$ cat src/rtl/fx_pkg.sv
package fx_pkg;

    typedef enum logic [3:0] {
        OP_HALT  = 4'd0,
        OP_LOAD  = 4'd1,
        OP_STORE = 4'd2,
        OP_ADD   = 4'd3,
        OP_CLR   = 4'd4,
        OP_DEC   = 4'd5,
        OP_BGT   = 4'd6
    } opcode_e;

    typedef enum logic [2:0] {
        S_IDLE,
        S_FETCH,
        S_IWAIT,
        S_EXEC,
        S_OPWAIT,
        S_DONE
    } state_e;

    typedef enum logic [1:0] {
        ALU_PASS,
        ALU_ADD,
        ALU_DEC,
        ALU_CLR
    } alu_op_e;

    typedef struct packed {
        logic n;
        logic z;
        logic v;
        logic c;
    } flags_t;

endpackage

$ cat src/rtl/fx_regfile.sv
module fx_regfile #(
    parameter int DATA_W = 32,
    parameter int NREG   = 8,
    localparam int REG_W = $clog2(NREG)
) (
    input  logic              clk,
    input  logic              rst_n,
    input  logic              we,
    input  logic [REG_W-1:0]  waddr,
    input  logic [DATA_W-1:0] wdata,
    input  logic [REG_W-1:0]  raddr,
    output logic [DATA_W-1:0] rdata
);

    logic [DATA_W-1:0] regs [NREG];

    always_ff @(posedge clk or negedge rst_n) begin
        if (!rst_n) begin
            for (int i = 0; i < NREG; i++) begin
                regs[i] <= '0;
            end
        end else if (we) begin
            regs[waddr] <= wdata;
        end
    end

    assign rdata = regs[raddr];

endmodule

$ cat src/rtl/fx_alu.sv
module fx_alu
    import fx_pkg::*;
#(
    parameter int DATA_W = 32
) (
    input  alu_op_e           op,
    input  logic [DATA_W-1:0] a,
    input  logic [DATA_W-1:0] b,
    output logic [DATA_W-1:0] result,
    output flags_t            flags
);

    localparam int MSB = DATA_W - 1;

    logic [DATA_W:0] sum_add;
    logic [DATA_W:0] sum_dec;

    assign sum_add = {1'b0, a} + {1'b0, b};
    assign sum_dec = {1'b0, a} + {1'b0, {DATA_W{1'b1}}};

    always_comb begin
        result  = b;
        flags.v = 1'b0;
        flags.c = 1'b0;
        unique case (op)
            ALU_ADD: begin
                result  = sum_add[MSB:0];
                flags.c = sum_add[DATA_W];
                flags.v = (a[MSB] == b[MSB]) && (sum_add[MSB] != a[MSB]);
            end
            ALU_DEC: begin
                result  = sum_dec[MSB:0];
                flags.c = sum_dec[DATA_W];
                flags.v = a[MSB] && !sum_dec[MSB];
            end
            ALU_CLR: begin
                result = '0;
            end
            default: begin
                result = b;
            end
        endcase
        flags.n = result[MSB];
        flags.z = (result == '0);
    end

endmodule

$ cat src/rtl/fx_ctrl.sv
module fx_ctrl
    import fx_pkg::*;
#(
    parameter int DATA_W      = 32,
    parameter int ADDR_W      = 16,
    parameter int NREG        = 8,
    parameter int INSTR_BYTES = 4,
    localparam int REG_W      = $clog2(NREG)
) (
    input  logic              clk,
    input  logic              rst_n,
    input  logic              start,
    input  logic [ADDR_W-1:0] start_addr,
    output logic              mem_rd,
    output logic              mem_wr,
    output logic [ADDR_W-1:0] mem_addr,
    input  logic [DATA_W-1:0] mem_rdata,
    output logic              done,
    output flags_t            flags_q,
    output logic              rf_we,
    output logic [REG_W-1:0]  rf_idx,
    output alu_op_e           alu_op,
    input  flags_t            alu_flags
);

    localparam int OPC_HI = DATA_W - 1;
    localparam int IDX_LO = DATA_W - 8;
    localparam logic [ADDR_W-1:0] STEP = ADDR_W'(INSTR_BYTES);

    state_e            state;
    state_e            nxt;
    logic [ADDR_W-1:0] pc;
    logic [DATA_W-1:0] ir;
    opcode_e           opc;
    logic [ADDR_W-1:0] target;
    logic              take_branch;

    assign opc         = opcode_e'(ir[OPC_HI -: 4]);
    assign rf_idx      = ir[IDX_LO +: REG_W];
    assign target      = ir[ADDR_W-1:0];
    assign take_branch = !flags_q.n && !flags_q.z;

    // state register
    always_ff @(posedge clk or negedge rst_n) begin
        if (!rst_n) begin
            state <= S_IDLE;
        end else begin
            state <= nxt;
        end
    end

    // next state
    always_comb begin
        nxt = state;
        unique case (state)
            S_IDLE:   if (start) nxt = S_FETCH;
            S_FETCH:  nxt = S_IWAIT;
            S_IWAIT:  nxt = S_EXEC;
            S_EXEC: begin
                unique case (opc)
                    OP_LOAD, OP_ADD: nxt = S_OPWAIT;
                    OP_HALT:         nxt = S_DONE;
                    default:         nxt = S_FETCH;
                endcase
            end
            S_OPWAIT: nxt = S_FETCH;
            S_DONE:   if (start) nxt = S_FETCH;
            default:  nxt = S_IDLE;
        endcase
    end

    // program counter, instruction register, status flags
    always_ff @(posedge clk or negedge rst_n) begin
        if (!rst_n) begin
            pc      <= '0;
            ir      <= '0;
            flags_q <= '0;
        end else begin
            unique case (state)
                S_IDLE, S_DONE: begin
                    if (start) pc <= start_addr;
                end
                S_IWAIT: ir <= mem_rdata;
                S_EXEC: begin
                    unique case (opc)
                        OP_LOAD, OP_ADD, OP_HALT: ;
                        OP_BGT:  pc <= take_branch ? target : pc + STEP;
                        OP_CLR, OP_DEC: begin
                            pc      <= pc + STEP;
                            flags_q <= alu_flags;
                        end
                        default: pc <= pc + STEP;
                    endcase
                end
                S_OPWAIT: begin
                    pc <= pc + STEP;
                    if (opc == OP_ADD) flags_q <= alu_flags;
                end
                default: ;
            endcase
        end
    end

    // outputs
    always_comb begin
        mem_rd   = 1'b0;
        mem_wr   = 1'b0;
        mem_addr = target;
        rf_we    = 1'b0;
        alu_op   = ALU_PASS;
        done     = 1'b0;
        unique case (state)
            S_FETCH: begin
                mem_rd   = 1'b1;
                mem_addr = pc;
            end
            S_EXEC: begin
                unique case (opc)
                    OP_LOAD, OP_ADD: mem_rd = 1'b1;
                    OP_STORE:        mem_wr = 1'b1;
                    OP_CLR: begin
                        rf_we  = 1'b1;
                        alu_op = ALU_CLR;
                    end
                    OP_DEC: begin
                        rf_we  = 1'b1;
                        alu_op = ALU_DEC;
                    end
                    default: ;
                endcase
            end
            S_OPWAIT: begin
                rf_we  = 1'b1;
                alu_op = (opc == OP_ADD) ? ALU_ADD : ALU_PASS;
            end
            S_DONE:  done = 1'b1;
            default: ;
        endcase
    end

endmodule

$ cat src/rtl/fx_sequencer.sv
module fx_sequencer
    import fx_pkg::*;
#(
    parameter int DATA_W = 32,
    parameter int ADDR_W = 16,
    parameter int NREG   = 8,
    localparam int REG_W = $clog2(NREG)
) (
    input  logic              clk,
    input  logic              rst_n,
    input  logic              start,
    input  logic [ADDR_W-1:0] start_addr,
    output logic [ADDR_W-1:0] mem_addr,
    output logic              mem_rd,
    output logic              mem_wr,
    output logic [DATA_W-1:0] mem_wdata,
    input  logic [DATA_W-1:0] mem_rdata,
    output logic              done,
    output logic [3:0]        cond_flags
);

    flags_t            flags_q;
    flags_t            alu_flags;
    alu_op_e           alu_op;
    logic              rf_we;
    logic [REG_W-1:0]  rf_idx;
    logic [DATA_W-1:0] rf_rdata;
    logic [DATA_W-1:0] alu_result;

    fx_ctrl #(
        .DATA_W(DATA_W),
        .ADDR_W(ADDR_W),
        .NREG  (NREG)
    ) i_ctrl (
        .clk       (clk),
        .rst_n     (rst_n),
        .start     (start),
        .start_addr(start_addr),
        .mem_rd    (mem_rd),
        .mem_wr    (mem_wr),
        .mem_addr  (mem_addr),
        .mem_rdata (mem_rdata),
        .done      (done),
        .flags_q   (flags_q),
        .rf_we     (rf_we),
        .rf_idx    (rf_idx),
        .alu_op    (alu_op),
        .alu_flags (alu_flags)
    );

    fx_regfile #(
        .DATA_W(DATA_W),
        .NREG  (NREG)
    ) i_regs (
        .clk  (clk),
        .rst_n(rst_n),
        .we   (rf_we),
        .waddr(rf_idx),
        .wdata(alu_result),
        .raddr(rf_idx),
        .rdata(rf_rdata)
    );

    fx_alu #(
        .DATA_W(DATA_W)
    ) i_alu (
        .op    (alu_op),
        .a     (rf_rdata),
        .b     (mem_rdata),
        .result(alu_result),
        .flags (alu_flags)
    );

    assign mem_wdata  = rf_rdata;
    assign cond_flags = flags_q;

endmodule

$ cat config.mk
export PLATFORM = sky130hd
export DESIGN_NAME = fx_sequencer
export DESIGN_NICKNAME = d
export VERILOG_FILES = /design/src/rtl/fx_pkg.sv /design/src/rtl/fx_regfile.sv /design/src/rtl/fx_alu.sv /design/src/rtl/fx_ctrl.sv /design/src/rtl/fx_sequencer.sv
export SDC_FILE = /design/constraint.sdc
export NUM_CORES = 1
export LEC_CHECK = 0
export BUFFER_PORTS_ARGS = -buffer_cell sky130_fd_sc_hd__buf_2
export CAP_MARGIN = 0
export CORE_MARGIN = 2
export CORE_UTILIZATION = 60
export DETAILED_ROUTE_END_ITERATION = 7
export GPL_TIMING_DRIVEN = 1
export PLACE_DENSITY = 0.81
export SLEW_MARGIN = 10
export SYNTH_ARGS = -nofsm -noshare
export SYNTH_HDL_FRONTEND = slang
export SYNTH_HIERARCHICAL = 1
export SYNTH_SLANG_ARGS = --single-unit
$ cat constraint.sdc
create_clock -name clk -period 10.4 [get_ports clk]
set_input_delay 1.04 -clock clk [delete_from_list [all_inputs] [get_ports clk]]
set_output_delay 1.04 -clock clk [all_outputs]
set_load 0.01 [all_outputs]
Yosys cells after proc, flatten, opt, wreduce, memory -nomap -nowiden. Cells that the tools add are included.

$add $sub $neg: 3. $mul: 0. Divide/modulo/power cells: 0. Magnitude comparators: 2. Equal/unequal tests: 20. Shift operators: 0. Muxes and demuxes: 29. Bitwise gates (word level): 1. Reductions and logical operators: 18.

Operator list (count): 256-bit bitwise mux (1); 32-bit binary-select mux with 3-bit select (1); 32-bit demux with 3-bit select (1); 32-bit 2-to-1 mux (3); 32-bit case mux with 3 select lines (1); 16-bit 2-to-1 mux (3); 16-bit case mux with 3 select lines (1); 32-bit by 32-bit adder with 33-bit output (1); 32-bit by 32-bit adder with 33-bit output (second input constant) (1); 32-bit logical NOT (1); 16-bit case mux with 2 select lines (1); 16-bit by 3-bit adder with 16-bit output (second input constant) (1); 3-bit case mux with 5 select lines (1); 4-bit by 3-bit equality test with 1-bit output (second input constant) (3); 2-bit case mux with 2 select lines (3); 4-bit by 2-bit equality test with 1-bit output (second input constant) (2); 4-bit 2-to-1 mux (2); 4-bit case mux with 2 select lines (1); 3-bit by 2-bit equality test with 1-bit output (second input constant) (2); 3-bit equality test (second input constant) (2); 1-bit 2-to-1 mux (6); 3-bit case mux with 2 select lines (1); 3-bit AND reduction (2); 2-bit OR reduction (3); 20 further kinds (29).

Register bits after elaboration: 311. Bits in latches: 0. Bits in writable memories: 0. Bits in read-only memories: 0. Output and inout port bits: 55. Word-level logic and storage cells: 88. Memories: 0.

Logic depth before layout (Yosys ltp). Gate-level depths: netlist (run 1).

Depth after elaboration: 10. Gate-level depth with buffers: 20. Mapped depth without buffers: 16.

By module. The synthesis (run 1) kept the hierarchy.

By module, submodules not included: fx_regfile (instances 1, cells an instance 665, area each 11639.9 um^2, sequential area each 6406.1 um^2); fx_alu (instances 1, cells an instance 501, area each 3329.4 um^2, sequential area each 0.0 um^2); fx_ctrl (instances 1, cells an instance 253, area each 2663.8 um^2, sequential area each 1151.1 um^2).

Least setup slack after synthesis (run 1). Ideal clock, no wire load.

Path type: register to register. Start: reg i_ctrl.ir[24]. End: reg i_ctrl/flags_q[2] (netlist name). Library setup time: 65 ps. Arrival: 4849 ps. Path slack: 5486 ps. Cell stages (with the launch flop): 18. Cell sequence: dfrtp_1 > buf_4 > buf_6 > buf_6 > mux4_1 > mux2_2 > ha_1 > fa_1 > xnor2_1 > o221ai_1 > or3_1 > a2111oi_2 > o2111ai_1 > or4_1 > nor4_1 > or4b_1 > nor3_2 > mux2_2.

RTL lines: start: declaration (RTL line fx_ctrl.sv:33) `logic [DATA_W-1:0] ir;`; start signal: assignment (RTL line fx_ctrl.sv:83) `S_IWAIT: ir <= mem_rdata;`.

==> results of run 1 <==
## flip-flops by register name, indices dropped and copies added (netlist names)
signal,cells
i_ctrl/state,3
i_regs/regs,256
i_ctrl/ir,23
i_ctrl/flags_q,4
i_ctrl/pc,16
## layout make-up
type / count / area share (%)
multi-input cells: 1001 / 48.54
flip-flops and latches: 302 / 38.59
clock buffers: 42 / 4.577
repair buffers: 131 / 3.932
well taps: 384 / 2.451
clock inverters: 15 / 1.341
inverters: 30 / 0.5745
## critical path: cells and delay by family, from the launching register on
| family | cells | cell delay, ps |
|---|---|---|
| flip-flops | 1 | 570 |
| AND/OR/NAND/NOR | 8 | 3730 |
| XOR/XNOR | 1 | 160 |
| buffers and inverters | 1 | 710 |
| multiplexers | 3 | 930 |
| AO/OA/AOI/OAI | 1 | 170 |
## through the flow
| stage | total power, W | setup slack [ps] | cells | util (%) | instance area (um2) |
|---|---|---|---|---|---|
| 2_1_floorplan | 0.004459 | 5486 | 1419 | - | 17630 |
| 3_3_place_gp | 0.005279 | 4216 | 1846 | 63.71 | 18390 |
| 3_5_place_dp | 0.005376 | 4060 | 1846 | 63.71 | 18390 |
| 4_1_cts | 0.006672 | 4006 | 1903 | 67.73 | 19550 |
| 5_1_grt | 0.007112 | 3542 | 1905 | 67.92 | 19600 |
| 6_report | 0.006743 | 3982 | 1905 | 67.92 | 19600 |
## power by group through the flow
stage	registers (W)	logic [W]	clock network, W
2_1_floorplan	0.00177	0.00269	0
3_3_place_gp	0.00189	0.00339	0
3_5_place_dp	0.00192	0.00346	0
4_1_cts	0.00191	0.00350	0.00126
5_1_grt	0.00197	0.00383	0.00131
6_report	0.00192	0.00358	0.00125
## kinds of logic (layout without fill, tap and decap cells)
group	Yosys count	after routing	share of synthesized area (%)
compound gates	227	227	8.813
fa+ha+maj	39	39	2.810
xor+xnor	44	44	2.228
simple gates	286	286	9.047
flops	302	302	42.86
mux	405	405	30.76
buf+inv	116	218	3.484
## layer usage
| layer | up-vias | global-route usage, % | wire length (um) |
|---|---|---|---|
| met3 | 91 | 5.303 | 3949 |
| met2 | 597 | 47.42 | 21560 |
| met5 | - | 0 | 0 |
| met4 | 0 | 8.884 | 998 |
| met1 | 6507 | 41.85 | 19250 |
| li1 | 5561 | - | - |
## worst max path at each step
| stage | slack [ps] | cells after the start | to |
|---|---|---|---|
| 2_1_floorplan | 5490 | 17 | i_ctrl/flags_q[2] |
| 3_3_place_gp | 4220 | 14 | i_ctrl/flags_q[2] |
| 3_5_place_dp | 4060 | 14 | i_ctrl/flags_q[2] |
| 4_1_cts | 4010 | 14 | i_ctrl/flags_q[2] |
| 5_1_grt | 3540 | 14 | i_ctrl/flags_q[2] |
| 6_report | 3980 | 14 | i_ctrl/flags_q[2] |
## synthesized netlist by cell type (11+ instances only)
master	count
nor2b_1	12
buf_2	38
mux2_1	11
xnor2_1	27
a21o_1	11
nand2_1	69
a21oi_1	47
mux4_2	24
o21ai_0	49
a31oi_1	14
ha_1	38
nor2_1	51
nand3_1	20
clkbuf_1	16
nand4_1	14
inv_1	29
buf_4	16
dfrtp_1	302
and3_1	17
mux2_2	324
xor2_1	16
mux4_1	40
nor3_1	16
==> impl_metrics.yaml, run 1 <==
route:
  ant_nets: 0
  via_per_inst: 6.696
  vias: 12756
  drt_pass1_iterations: 8
  wl_per_cell_um: 24.02
  drc: 0
  finalWirelength_um: 45750
  drt_iter0_markers: 1110
critical_path:
  crit_type: "reg2reg"
  rrSetupSlack_ps: 3980
  reg2reg_depth: 14
  cp_max_fo: 59
  r2r-start: "i_ctrl/ir[26]"
  crit_slowest_cell: "nor4_1"
  critPathMaxStageDelay_ps: 930
  cp.required_ps: 10920
  crit_chain: "buf_4, mux4_1, mux2_2, nor4_1, nand4_1, nor4_1, xnor2_1, o32a_2, nand3_2, or4_1, nor4_1, or4b_1, nor3_2, mux2_2"
  cpMostUsedCell: "nor4_1"
  end_kind: "flip-flop"
  critical_path.startpoint_type: "flip-flop"
  reg2reg_to: "i_ctrl/flags_q[2]"
  critical_path_arrival_ps: 6940
  critPathLaunch: "i_ctrl/ir[26]"
timing:
  tightest_slew_ps: 1230
  slew_viol_final: 0
  setup_viol: 0
  period_needed_ps: 6418
  relSlewSlack_pct: 17.45
  grt_setup_unrepaired: "false"
  hold_slack_ps: 382.1
  fin_setup_tns_ps: 0
  fmax_ghz: 0.1558
  fin_crit_sh_pct: 61.71
  clock_skew_ps: 18.88
  hold_viol: 0
power:
  peakVddDrop_mv: 0.2015
  p_per_area_nw_per_um2: 344.0
  p_clk_share_pct: 18.5
  seqPwrFrac_pct: 28.4
  switching_share_pct: 41.05
  p_int_w: 0.003975
  combPwrFrac_pct: 53.0
  power.switching_w: 0.002768
  p_leak_nw: 8.729
die:
  die_w_um: 175.4
  core-area_um2: 28860
  rows: 62
  die_h_um: 175.4
  initial_core_util_pct: 61.10
  ioPinCount: 106
  dieArea_um2: 30780
placed_design:
  port_buffers: 105
  globalplace.congestion: 1.014
  dp_hpwl_um: 30290
yosys:
  synth-seq-area-share_pct: 42.86
  synth_largest_area_cell: "dfrtp_1"
  synth_edf_count: 0
  synth_seq_cells: 302
  syn_area_um2: 17630
  yosysWarnings: 6
  synth_area_leaders: "dfrtp_1, mux2_2, mux4_1"
  avgSynthCellArea_um2: 12.43
  synth.top_cell.area_share_pct: 42.86
  synth_nets: 1509
  ys.flop_type: "dfrtp_1"
  ys_types: 96
  synthCells: 1419
  synthArstFlopShare_pct: 100.0
clocking:
  cts_tree: "built"
  cts_resized: 0
  cts_root_buf: "clkbuf_16"
  htree_levels: 1
  clock_path_buffers: 3
  cts_setup_buffers: 0
  worstSkewPairLatency_ps: 590
  clkTransAtPathRegs_ps: 60
  cts_buffers: 31
  cts.sinks: 302
  hold_buffers: 0
cells_and_area:
  final_common_cell: "mux2_2"
  drive_above_1_share_pct: 37.61
  nFillCells: 1995
  final_cell_mix: "mux2_2, dfrtp_1, buf_2"
  multi_input_area_um2: 9513
  seq_area_um2: 7564
  nNetsFinal: 1587
  syn_to_final_growth_pct: 11.15
  n_antenna_cell: 0
global_routing:
  gr-total-overflow: 0
  grt_max_degree: 90
  first_global_vias: 12602
  grt_antenna_before_repair: 0
  grt_use_total_pct: 29.66
  grt_first_pass_wirelength_um: 71680
outcome:
  outcome: "complete, no violations"
worst_hold_path:
  holdCritPathClass: "in2async"
job:
  cap_viol_max_count: 0
(Power assumes the default switching activity.)
==> inputs of run 2 (changes only) <==
==> constraint.sdc (replaced) <==
create_clock -name clk -period 6.1 [get_ports clk]
set_input_delay 0.61 -clock clk [delete_from_list [all_inputs] [get_ports clk]]
set_output_delay 0.61 -clock clk [all_outputs]
set_load 0.01 [all_outputs]
==> run 2 against run 1 <==
Via count is 0.72% higher. Core utilization up 0.087 points. Cell area grew 0.13%. Cell count up 0.89%. Clock-buffer cell count is 2 higher. Wire length rose by 1.3%. Clock power grew 58%. Critical path depth grew 1. Global-route usage increased by 0.74 points. Total power rose by 69%.
==> impl_metrics.yaml, run 2 (synthesized netlist as in run 1, its figures left out) <==
timing:
  slew_viol_final: 0
  grt_setup_unrepaired: "false"
  fmax_ghz: 0.1763
  relSlewSlack_pct: 19.42
  fin_crit_sh_pct: 92.96
  clock_skew_ps: 19.61
  hold_viol: 0
  tightest_slew_ps: 1207
  setup_viol: 0
  fin_setup_tns_ps: 0
  period_needed_ps: 5671
critical_path:
  end_kind: "flip-flop"
  reg2reg_to: "i_ctrl/flags_q[2]"
  reg2reg_depth: 15
  r2r-start: "i_ctrl/ir[24]"
  path_buf_inv: 1
  crit_chain: "buf_4, mux4_1, mux2_2, ha_1, a21oi_1, o21ai_1, nor2_1, nor4b_2, o31ai_1, xnor2_2, o221ai_2, or4_1, or4b_1, nor3_2, mux2_2"
  cp.required_ps: 6600
  critical-path-top-delay-family: "simple AND/OR/NAND/NOR gates"
  cpMostUsedCell: "mux2_2"
  critPathMaxStageDelay_ps: 750
  rrSetupSlack_ps: 430
  critical_path_arrival_ps: 6170
  critical_path.startpoint_type: "flip-flop"
  cp_max_fo: 25
  crit_type: "reg2reg"
  crit_slowest_cell: "dfrtp_4"
global_routing:
  grt_use_total_pct: 30.40
  grt_max_degree: 109
  grt_first_pass_wirelength_um: 73890
  grt_antenna_before_repair: 0
  gr-total-overflow: 0
  first_global_vias: 13344
clocking:
  hold_buffers: 0
  cts_buffers: 31
  cts_resized: 0
  cts_root_buf: "clkbuf_16"
  clkTransAtPathRegs_ps: 70
  cts_tree: "built"
  cts.sinks: 302
  worstSkewPairLatency_ps: 570
  cts_setup_buffers: 0
  clock_path_buffers: 3
  htree_levels: 1
cells_and_area:
  final_common_cell: "mux2_2"
  n_antenna_cell: 0
  nNetsFinal: 1605
  nFillCells: 1993
  final_cell_mix: "mux2_2, dfrtp_1, buf_2"
  syn_to_final_growth_pct: 11.30
  largest_reg_flops: 256
  final_area_um2: 19630
  reg_top3: "i_regs/regs (256), i_ctrl/ir (23), i_ctrl/pc (16)"
  regMostFlops: "i_regs/regs"
  drive_above_1_share_pct: 38.10
power:
  peakVddDrop_mv: 0.3061
  p_leak_nw: 8.770
  p_int_w: 0.006694
  p_total_w: 0.01141
  power.switching_w: 0.004715
  p_clk_share_pct: 17.3
  seqPwrFrac_pct: 28.9
  p_per_area_nw_per_um2: 581.4
  switching_share_pct: 41.33
  combPwrFrac_pct: 53.8
job:
  cap_viol_max_count: 0
die:
  die_w_um: 175.4
  die_h_um: 175.4
  core-area_um2: 28860
  rows: 62
  initial_core_util_pct: 61.10
  ioPinCount: 106
  dieArea_um2: 30780
placed_design:
  dp_hpwl_um: 31300
  port_buffers: 105
  dpl-instance-area_um2: 18560
  globalplace.congestion: 0.9412
route:
  vias: 12848
  ant_nets: 0
  drt_iter0_markers: 994
  drc: 0
  drt_pass1_iterations: 5
  wl_per_cell_um: 24.11
  via_per_inst: 6.685
  finalWirelength_um: 46340
worst_hold_path:
  holdCritPathClass: "in2async"
outcome:
  outcome: "complete, no violations"
run 2: cell types whose count changed in the layout (fill, tap and decap cells not counted), sizes merged:
| cell | delta |
|---|---|
| clkbuf | +2 |
| buf | +18 |
| clkinvlp | -1 |
| clkinv | +1 |
| bufinv | -3 |
run 2: power groups by stage:
stage,registers [W],logic (W),clock network (W)
detailed placement,0.00330,0.00598,0
global placement,0.00324,0.00585,0
floorplan,0.00301,0.00459,0
global route,0.00339,0.00659,0.00208
CTS,0.00328,0.00604,0.00199
finish,0.00330,0.00614,0.00197
run 2: layout make-up:
type	instances	area, um2	area share, %
multi-input cells	1001	9513	48.47
flip-flops and latches	302	7564	38.54
clock buffers	44	894.6	4.558
repair buffers	149	890.9	4.539
well taps	384	480.5	2.448
clock inverters	12	170.2	0.8671
inverters	30	112.6	0.5738
run 2: routing by layer:
metal  GRT usage (%)  part of all wire, %  vias up
met3           4.481                  7.2      131
met5               0                    0        -
li1                -                    -     5613
met4           11.12                  3.5        0
met2           49.74                   47      604
met1           41.65                   42     6500
run 2: worst max path at each step:
stage                   from           endpoint  slack (ps)  cells after the start
6_report       i_ctrl/ir[24]  i_ctrl/flags_q[2]         430                     15
5_1_grt        i_ctrl/ir[24]  i_ctrl/flags_q[2]          20                     15
4_1_cts        i_ctrl/ir[24]  i_ctrl/flags_q[2]         470                     15
3_5_place_dp   i_ctrl/ir[24]  i_ctrl/flags_q[2]         510                     15
3_3_place_gp   i_ctrl/ir[24]  i_ctrl/flags_q[2]         610                     15
2_1_floorplan  i_ctrl/ir[24]  i_ctrl/flags_q[2]        1190                     17
run 2: metrics by stage:
step / hold slack [ps] / cells / utilization, % / setup WS (ps)
global placement: 462.2 / 1866 / 64.32 / 609.7
global route: 108.2 / 1922 / 68.01 / 23.01
finish: 49.29 / 1922 / 68.01 / 429.3
floorplan: 314.4 / 1419 / - / 1186
CTS: 95.21 / 1922 / 68.01 / 465.7
detailed placement: 474.4 / 1866 / 64.32 / 508.1
run 2: worst reg2reg max path: cells and delay by family (launching register included):
family                   cells  cell delay, ps
AND/OR/NAND/NOR              5            1830
multiplexers                 3            1110
AO/OA/AOI/OAI                4             920
flip-flops                   1             750
adder cells (fa/ha/maj)      1             410
buffers and inverters        1             360
XOR/XNOR                     1             210
